==> config.mk <==
export PLATFORM = sky130hd
export DESIGN_NAME = thermo_alert
export DESIGN_NICKNAME = d
export VERILOG_FILES = /design/src/rtl/thermo_pkg.sv /design/src/rtl/thermo_cmp.sv /design/src/rtl/thermo_fault_run.sv /design/src/rtl/thermo_alert_fsm.sv /design/src/rtl/thermo_alert.sv
export SDC_FILE = /design/constraint.sdc
export NUM_CORES = 1
export LEC_CHECK = 0
export CAP_MARGIN = 20
export CORE_UTILIZATION = 40
export DETAILED_ROUTE_END_ITERATION = 7
export PLACE_DENSITY_LB_ADDON = 0.08
export SLEW_MARGIN = 40
export SYNTH_ARGS = -nofsm -noshare
export SYNTH_HDL_FRONTEND = slang
export SYNTH_SLANG_ARGS = --single-unit
==> constraint.sdc <==
create_clock -name clk -period 2.6 [get_ports clk]
set_clock_uncertainty 0.05 [all_clocks]
set_input_delay 0.39 -clock clk [delete_from_list [all_inputs] [get_ports clk]]
set_output_delay 0.39 -clock clk [all_outputs]
set_load 0.02 [all_outputs]
==> src/rtl/thermo_pkg.sv <==
package thermo_pkg;

  typedef enum logic [1:0] {
    MD_CMP  = 2'b00,
    MD_IRQ  = 2'b01,
    MD_ICMP = 2'b10,
    MD_RSV  = 2'b11
  } mode_e;

  typedef enum logic [2:0] {
    ST_IDLE   = 3'd0,
    ST_HOT    = 3'd1,
    ST_HOLD   = 3'd2,
    ST_IRQ_HI = 3'd3,
    ST_ARM_LO = 3'd4,
    ST_IRQ_LO = 3'd5
  } st_e;

  function automatic logic [2:0] run_need(input logic [1:0] sel);
    case (sel)
      2'b00:   return 3'd1;
      2'b01:   return 3'd2;
      2'b10:   return 3'd4;
      default: return 3'd6;
    endcase
  endfunction

endpackage

==> src/rtl/thermo_cmp.sv <==
module thermo_cmp #(
  parameter int TW = 13
) (
  input  logic [TW-1:0] temp,
  input  logic [TW-1:0] hi,
  input  logic [TW-1:0] lo,
  output logic          hi_hit,
  output logic          lo_hit
);
  always_comb begin
    hi_hit = $signed(temp) >= $signed(hi);
    lo_hit = $signed(temp) <  $signed(lo);
  end
endmodule

==> src/rtl/thermo_fault_run.sv <==
module thermo_fault_run #(
  parameter int CW  = 3,
  parameter int SAT = 6
) (
  input  logic          clk,
  input  logic          rst,
  input  logic          clr,
  input  logic          vld,
  input  logic          cond,
  input  logic [CW-1:0] need,
  output logic          done
);
  logic [CW-1:0] cnt;
  logic [CW-1:0] inc;

  always_comb begin
    inc  = cnt + CW'(1);
    done = vld && cond && !clr && (inc >= need);
  end

  always_ff @(posedge clk) begin
    if (rst || clr) begin
      cnt <= '0;
    end else if (vld) begin
      if (!cond || done) cnt <= '0;
      else if (cnt != CW'(SAT)) cnt <= inc;
    end
  end
endmodule

==> src/rtl/thermo_alert_fsm.sv <==
module thermo_alert_fsm
  import thermo_pkg::*;
(
  input  logic       clk,
  input  logic       rst,
  input  logic [1:0] mode,
  input  logic       done,
  input  logic       rd_pulse,
  input  logic       comm_pulse,
  input  logic       sd_pulse,
  output logic       chg,
  output logic       watching,
  output logic       watch_hi,
  output logic       act,
  output logic       act_nxt,
  output logic [1:0] mode_q
);
  st_e   st, st_n;
  mode_e md;

  always_comb begin
    md = (mode == MD_RSV) ? MD_CMP : mode_e'(mode);
    chg = (mode != mode_q);
    st_n = st;
    if (chg) begin
      st_n = ST_IDLE;
    end else begin
      case (st)
        ST_IDLE:   if (done) st_n = (md == MD_IRQ) ? ST_IRQ_HI : ST_HOT;
        ST_HOT:    if (done) st_n = (md == MD_ICMP) ? ST_HOLD : ST_IDLE;
        ST_HOLD:   if (comm_pulse) st_n = ST_IDLE;
        ST_IRQ_HI: if (rd_pulse || sd_pulse) st_n = ST_ARM_LO;
        ST_ARM_LO: if (done) st_n = ST_IRQ_LO;
        ST_IRQ_LO: if (rd_pulse || sd_pulse) st_n = ST_IDLE;
        default:   st_n = ST_IDLE;
      endcase
    end
  end

  function automatic logic is_active(input st_e s);
    return (s == ST_HOT) || (s == ST_HOLD) || (s == ST_IRQ_HI) || (s == ST_IRQ_LO);
  endfunction

  always_comb begin
    act      = is_active(st);
    act_nxt  = is_active(st_n);
    watching = (st == ST_IDLE) || (st == ST_HOT) || (st == ST_ARM_LO);
    watch_hi = (st == ST_IDLE);
  end

  always_ff @(posedge clk) begin
    if (rst) begin
      st     <= ST_IDLE;
      mode_q <= MD_CMP;
    end else begin
      st     <= st_n;
      mode_q <= mode;
    end
  end
endmodule

==> src/rtl/thermo_alert.sv <==
module thermo_alert
  import thermo_pkg::*;
#(
  parameter int TW = 13,
  parameter int CW = 3
) (
  input  logic          clk,
  input  logic          rst,
  input  logic          smp_vld,
  input  logic [TW-1:0] smp_temp,
  input  logic [TW-1:0] lim_hi,
  input  logic [TW-1:0] lim_lo,
  input  logic [1:0]    mode,
  input  logic [1:0]    fq_sel,
  input  logic          pol,
  input  logic          rd_pulse,
  input  logic          comm_pulse,
  input  logic          sd_pulse,
  output logic          alert_out
);
  localparam int RUN_MAX = 6;

  logic          hi_hit, lo_hit, cond, done;
  logic          chg, watching, watch_hi, act, act_nxt;
  logic [1:0]    mode_q;
  logic [CW-1:0] need;

  thermo_cmp #(.TW(TW)) u_cmp (
    .temp(smp_temp), .hi(lim_hi), .lo(lim_lo),
    .hi_hit(hi_hit), .lo_hit(lo_hit)
  );

  always_comb begin
    cond = watch_hi ? hi_hit : lo_hit;
    need = CW'(run_need(fq_sel));
  end

  thermo_fault_run #(.CW(CW), .SAT(RUN_MAX)) u_run (
    .clk(clk), .rst(rst), .clr(chg || !watching),
    .vld(smp_vld), .cond(cond), .need(need), .done(done)
  );

  thermo_alert_fsm u_fsm (
    .clk(clk), .rst(rst), .mode(mode), .done(done),
    .rd_pulse(rd_pulse), .comm_pulse(comm_pulse), .sd_pulse(sd_pulse),
    .chg(chg), .watching(watching), .watch_hi(watch_hi),
    .act(act), .act_nxt(act_nxt), .mode_q(mode_q)
  );

  always_ff @(posedge clk) begin
    if (rst) alert_out <= 1'b1;
    else     alert_out <= pol ? act_nxt : !act_nxt;
  end
endmodule

# After elaboration in Yosys (flattened, before gate mapping)
# Cells that the tools add are included.
# totals
reg_bits,9
inputBits,50
output_inout_bits,1
wordCells,60
# op_classes
n_addsub,1
n_lt_le_gt_ge,3
eq_ne,16
muxes,16
n_reduce_logical,20
# op_table
cell,n
2-to-1 mux 3 bit,9
case mux 3 bit (6 select lines),1
greater-or-equal comparator 13 bit,1
less-than comparator 13 bit,1
"== test 3 x 2 -> 1 bit, second input constant",4
"== test 3 bit, second input constant",3
logical OR 1 bit,9
case mux 3 bit (3 select lines),1
"== test 2 bit, second input constant",3
"== test 3 x 1 -> 1 bit, second input constant",2
2-to-1 mux 2 bit,3
"== test 2 x 1 -> 1 bit, second input constant",2
logical NOT 1 bit,4
"adder 3 x 1 -> 3 bit, second input constant",1
greater-or-equal comparator 3 bit,1
logical AND 1 bit,3
logical NOT 3 bit,1
"!= test 3 bit, second input constant",1
logical NOT 2 bit,1
2-to-1 mux 1 bit,2
!= test 2 bit,1
AND reduction 2 bit,1
nonzero test 2 bit,1

# Longest topological paths before layout
# logic_depth
word_depth,17
depth_mapped,11
depth_no_buf,11

# Cells and area by module
# A second synthesis with hierarchy kept.
# hier_totals
cells_unflattened,166
hier_area_um2,1288.7
# by_module_without_submodules
mod,instances,cells_each,area_per_inst_um2,seq_area_each_um2
thermo_cmp,1,87,625.6,0.0
thermo_alert_fsm,1,38,314.1,100.1
thermo_fault_run,1,33,281.5,60.1
thermo_alert,1,8,67.6,20.0

# Worst setup path after synthesis
# Ideal clock, no wire load.
# synth_path
path_kind,register to register
start,reg u_run.cnt[0]
end,reg alert_out
setup_time_ns,0.086
arrival_ns,2.297
required_ns,2.464
setup_slack_ns,0.168
path_stages_with_launch,12
n_path_buf,0
synth_period_minus_slack_ns,2.432
path_cell_list,dfxtp_1 > inv_1 > ha_1 > inv_1 > ha_1 > a21o_1 > a21oi_1 > nor3b_1 > nand2_1 > o31ai_1 > and4b_1 > a211oi_1
# synth_via
elab_chain_len,12
word_cells_on_any_way,17
classes_between,add/sub: 1; order compare: 1; eq/ne: 4; mux: 6; reduce/logical: 5
# synth_rtl
element,line_no,rtl
from (decl),thermo_fault_run.sv:13,logic [CW-1:0] cnt;
from (signal assigned),thermo_fault_run.sv:26,else if (cnt != CW'(SAT)) cnt <= inc;
adder 3 x 1 -> 3 bit (*),thermo_fault_run.sv:17,inc = cnt + CW'(1);
greater-or-equal comparator 3 bit (*),thermo_fault_run.sv:18,done = vld && cond && !clr && (inc >= need);
logical AND 1 bit (*),thermo_fault_run.sv:18,
2-to-1 mux 3 bit (on tied branches),"thermo_alert_fsm.sv:33, thermo_alert_fsm.sv:29, thermo_alert_fsm.sv:30",
case mux 3 bit (6 select lines) (*),thermo_alert_fsm.sv:28,case (st)
2-to-1 mux 3 bit (*),thermo_alert_fsm.sv:25,if (chg) begin
== test 3 x 1 -> 1 bit / == test 3 x 2 -> 1 bit (equally long branches),thermo_alert_fsm.sv:41,return (s == ST_HOT) || (s == ST_HOLD) || (s == ST_IRQ_HI) || (s == ST_IRQ_LO);
logical OR 1 bit (2 in series),thermo_alert_fsm.sv:41,
logical OR 1 bit (*),thermo_alert_fsm.sv:41,
logical NOT 1 bit,thermo_alert.sv:52,else alert_out <= pol ? act_nxt : !act_nxt;
2-to-1 mux 1 bit (*),thermo_alert.sv:52,
to (signal assigned),thermo_alert.sv:52,
to (decl),thermo_alert.sv:19,output logic alert_out
# Mark *: on every way between the ends. The rest lies on a longest branch, timed or not.
# A chain may end at the register's enable or synchronous reset.

# Worst setup path in the final report
# layout_path
start,in lim_lo[12]
end,reg u_run.cnt[0]
# layout_via
elab_chain_len,8
word_cells_on_any_way,10
classes_between,order compare: 1; mux: 2; reduce/logical: 7
# layout_rtl
element,line_no,rtl
from (decl),thermo_alert.sv:12,"input logic [TW-1:0] lim_lo,"
less-than comparator 13 bit (*),thermo_cmp.sv:12,lo_hit = $signed(temp) < $signed(lo);
2-to-1 mux 1 bit (*),thermo_alert.sv:34,cond = watch_hi ? hi_hit : lo_hit;
logical AND 1 bit (3 in series),thermo_fault_run.sv:18,
logical OR 1 bit (*),thermo_fault_run.sv:25,if (!cond || done) cnt <= '0;
nonzero test 2 bit (no source line),-,
AND reduction 2 bit (no source line),-,
# Marks and branches as above.

==> results by group <==
Worst setup path
  – Reg2Reg Setup Slack: between 0.15 and 0.2 ns
  – R2r endpoint: alert_out
  – Slowest stage delay, CP: 0.48 ns
  – Crit path DAT: around 2.8 ns
  – Type of origin of the critical path: input port
  – Crit Path Class: in2reg
  – RR Startpoint: u_run.cnt[0]
  – Worst Reg-to-Reg Cells: 11
  – CP Max Fanout: 4
  – Slowest-stage cell, CP: clkdlybuf4s50_1
  – Worst EP required: 2.75 ns
  – Worst Setup End Kind: register
  – Cells along the critical path: clkdlybuf4s50_1 > inv_1 > ha_4 > nand4_1 > nor2_1 > a211oi_2 > mux2i_2 > or2_1 > or4_4 > a21oi_2

CTS
  – Cts bufs inserted: 3
  – Sink Count: 9
  – Clock Root Buffer: clkbuf_4
  – Hold buffers post-CTS: 0
  – CTS tree: built
  – Worst skew pair latency: about 0.26 ns
  – CTS clk-pin slew, worst paths: ~0.060 ns
  – CTS HTree Levels: 1
  – Clock Path Buffers: 2

Drt
  – Drt initial violations: 33
  – WL/cell: 13.41 um
  – Total wire length: a little under 4000 um
  – Post-DRT Antenna Nets: 0
  – Routed vias: 1483
  – Router iterations before antenna repair: 4
  – Residual DRC: 0
  – DR vias/cell: 5.044

Global route
  – First-pass GRT wire length: ~6100 um
  – Initial antenna violation count: 0
  – Number of global-route vias before repair: between 1k and 1.5k
  – Total GRT Usage: between 20% and 30%
  – Pin count of the biggest net entering global routing: 11
  – Global route total overflow: 0

Min path
  – Hold_sp: u_run.cnt[1]
  – Hold worst-path end: u_run.cnt[1]
  – Hold Path Class: reg2reg
  – Hold path depth: 2

Finish
  – Most common cell after layout, fill and taps aside: clkdlybuf4s50_1
  – Commonest non-fill, non-tap cells in the layout: clkdlybuf4s50_1, inv_1, buf_4
  – Util after Layout: 73.21%
  – Area growth, synth to finish: 73.34%
  – Inserted Diodes: 0
  – Final #Nets: roughly 330
  – Share of cells above drive strength 1: between 20% and 30%

Run
  – Max-cap violations: 0

Yosys
  – Synthesized instance count: roughly 180
  – Yosys warning total: 0
  – Synthesized net count: around 260
  – Netlist Area Pre-Place: approximately 0.0013 mm2
  – Register bit total from synthesis: 9
  – Mapped Avg Cell Area: ~7.3 um2
  – Netlist cell types: 39
  – Sequential share of the synthesized area: approximately 14%

Power
  – Pwr dens: around 240 mW/mm2
  – Design Power: 0.5483 mW
  – Leak pwr: between 1 and 1.5 nW
  – Maximum vdd drop: roughly 0.00030 V

Timing
  – Worst Max-Slew Pin Slew: 0.3390 ns
  – Post-layout min period: roughly 2.6 ns
  – Final Hold Viols: 0
  – Final period utilization: 100.4%
  – Final TNS setup: -0.01000 ns
  – Worst setup margin: -0.01000 ns
  – Max Freq: between 300 and 400 MHz
  – Max-slew headroom: approximately 77%
  – Final setup fails: 1
  – Max Slew Vio Count: 0

Placement
  – Post-DP HPWL: roughly 2900 um
  – Dpl ws: -0.4529 ns
  – Routability cong.: 0.7602
  – Port Buffers: 50

Floorplanning
  – IO Pins: 51
  – Die H: about 59 um
  – Core area: between 0.003 and 0.004 mm2
  – Die area: roughly 0.0035 mm2
  – Initial core utilization: a little over two fifths
  – Row count: 20
  – Die width: 59.01 um

Outcome
  – Failing checks: setup timing
  – Status: finished with violations
## metal layers
metal / global-route usage (%) / up-vias / wire length, um
met2: 43.34 / 34 / 2107
li1: - / 762 / -
met4: 7.143 / 0 / 53
met1: 25.84 / 681 / 1644
met5: 0 / - / 0
met3: 3.275 / 6 / 138
## worst max-delay path, delay by kind of cell
kind / cells / cell delay [ns]
compound gates: 2 / 0.25
fa+ha+maj: 1 / 0.28
mux: 1 / 0.18
simple gates: 4 / 1.10
buf+inv: 2 / 0.55
## through the flow
step,cell area [um2],hold slack [ns],cells
3_3_place_gp,1978,0.4106,287
2_1_floorplan,1300,0.3988,178
4_1_cts,2118,0.4474,292
3_5_place_dp,1978,0.4348,287
5_1_grt,2253,0.5068,294
6_report,2253,0.4542,294
## worst max-delay path by stage
stage,start,to,depth (start not counted)
finish,lim_lo[12],u_run.cnt[0],10
global route,lim_lo[12],u_run.cnt[0],10
CTS,lim_lo[6],u_run.cnt[0],11
detailed placement,lim_lo[2],u_run.cnt[1],11
global placement,lim_hi[3],u_run.cnt[0],11
floorplan,u_run.cnt[0],alert_out,11
## what timing repair did
item,in CTS,in global routing
setup endpoints to repair,5,5
setup buffers,1,2
pin swaps,20,15
gates resized for setup,43,25
## synthesized netlist by cell type
library cell,number,area (um2)
inv_1,31,116.4
ha_1,30,375.4
nand2_1,16,60.06
a21oi_1,14,70.07
nor2_1,13,48.80
dfxtp_1,9,180.2
nand3_1,5,25.02
nor3_1,5,25.02
o21ai_0,5,25.02
a211oi_1,4,30.03
a21o_1,4,30.03
nand2b_1,4,25.02
nand4_1,4,25.02
nor2b_1,3,18.77
xor2_1,3,26.28
and2_1,2,12.51
clkbuf_1,2,7.510
o31ai_1,2,15.01
or4_1,2,15.01
a211oi_2,1,12.51
a22o_1,1,8.760
a311o_1,1,10.01
a31oi_1,1,6.260
and3b_1,1,8.760
and4b_1,1,10.01
buf_2,1,5.000
mux2i_1,1,10.01
mux2i_2,1,13.76
nand4b_1,1,8.760
nor3b_1,1,7.510
nor4_1,1,6.260
o211ai_1,1,7.510
o21ai_1,1,5.000
o31a_2,1,10.01
o41ai_1,1,8.760
or2_1,1,6.260
or2_2,1,6.260
or3_1,1,6.260
or3_4,1,11.26
## layout make-up
class / instances / area (um2)
flip-flops and latches: 9 / 180.2
fillers: 232 / 824.5
well taps: 44 / 55.05
clock buffers: 4 / 26.28
multi-input cells: 135 / 1224
inverters: 31 / 116.4
repair buffers: 71 / 651.9
## sequential cells by signal, summed over array words and instances (netlist names)
signal / count
u_fsm.st: 3
u_run.cnt: 3
u_fsm.mode_q: 2
alert_out: 1
## kinds of logic (layout without fill, tap and decap cells)
| family | after synthesis | after routing | share of synthesized area [%] |
|---|---|---|---|
| xor+xnor | 3 | 3 | 2.022 |
| compound gates | 37 | 37 | 18.38 |
| simple gates | 63 | 63 | 25.12 |
| fa+ha+maj | 30 | 30 | 28.87 |
| buf+inv | 34 | 106 | 9.913 |
| mux | 2 | 2 | 1.828 |
| flops | 9 | 9 | 13.86 |
## where the power goes
group	switching [mW]	internal (mW)	leakage, nW	total [mW]
Clock	0.0496	0.0592	0.0150	0.109
Sequential	0.00198	0.142	0.0735	0.144
Combinational	0.128	0.167	0.998	0.296
Power figures use the tool's default switching activity.
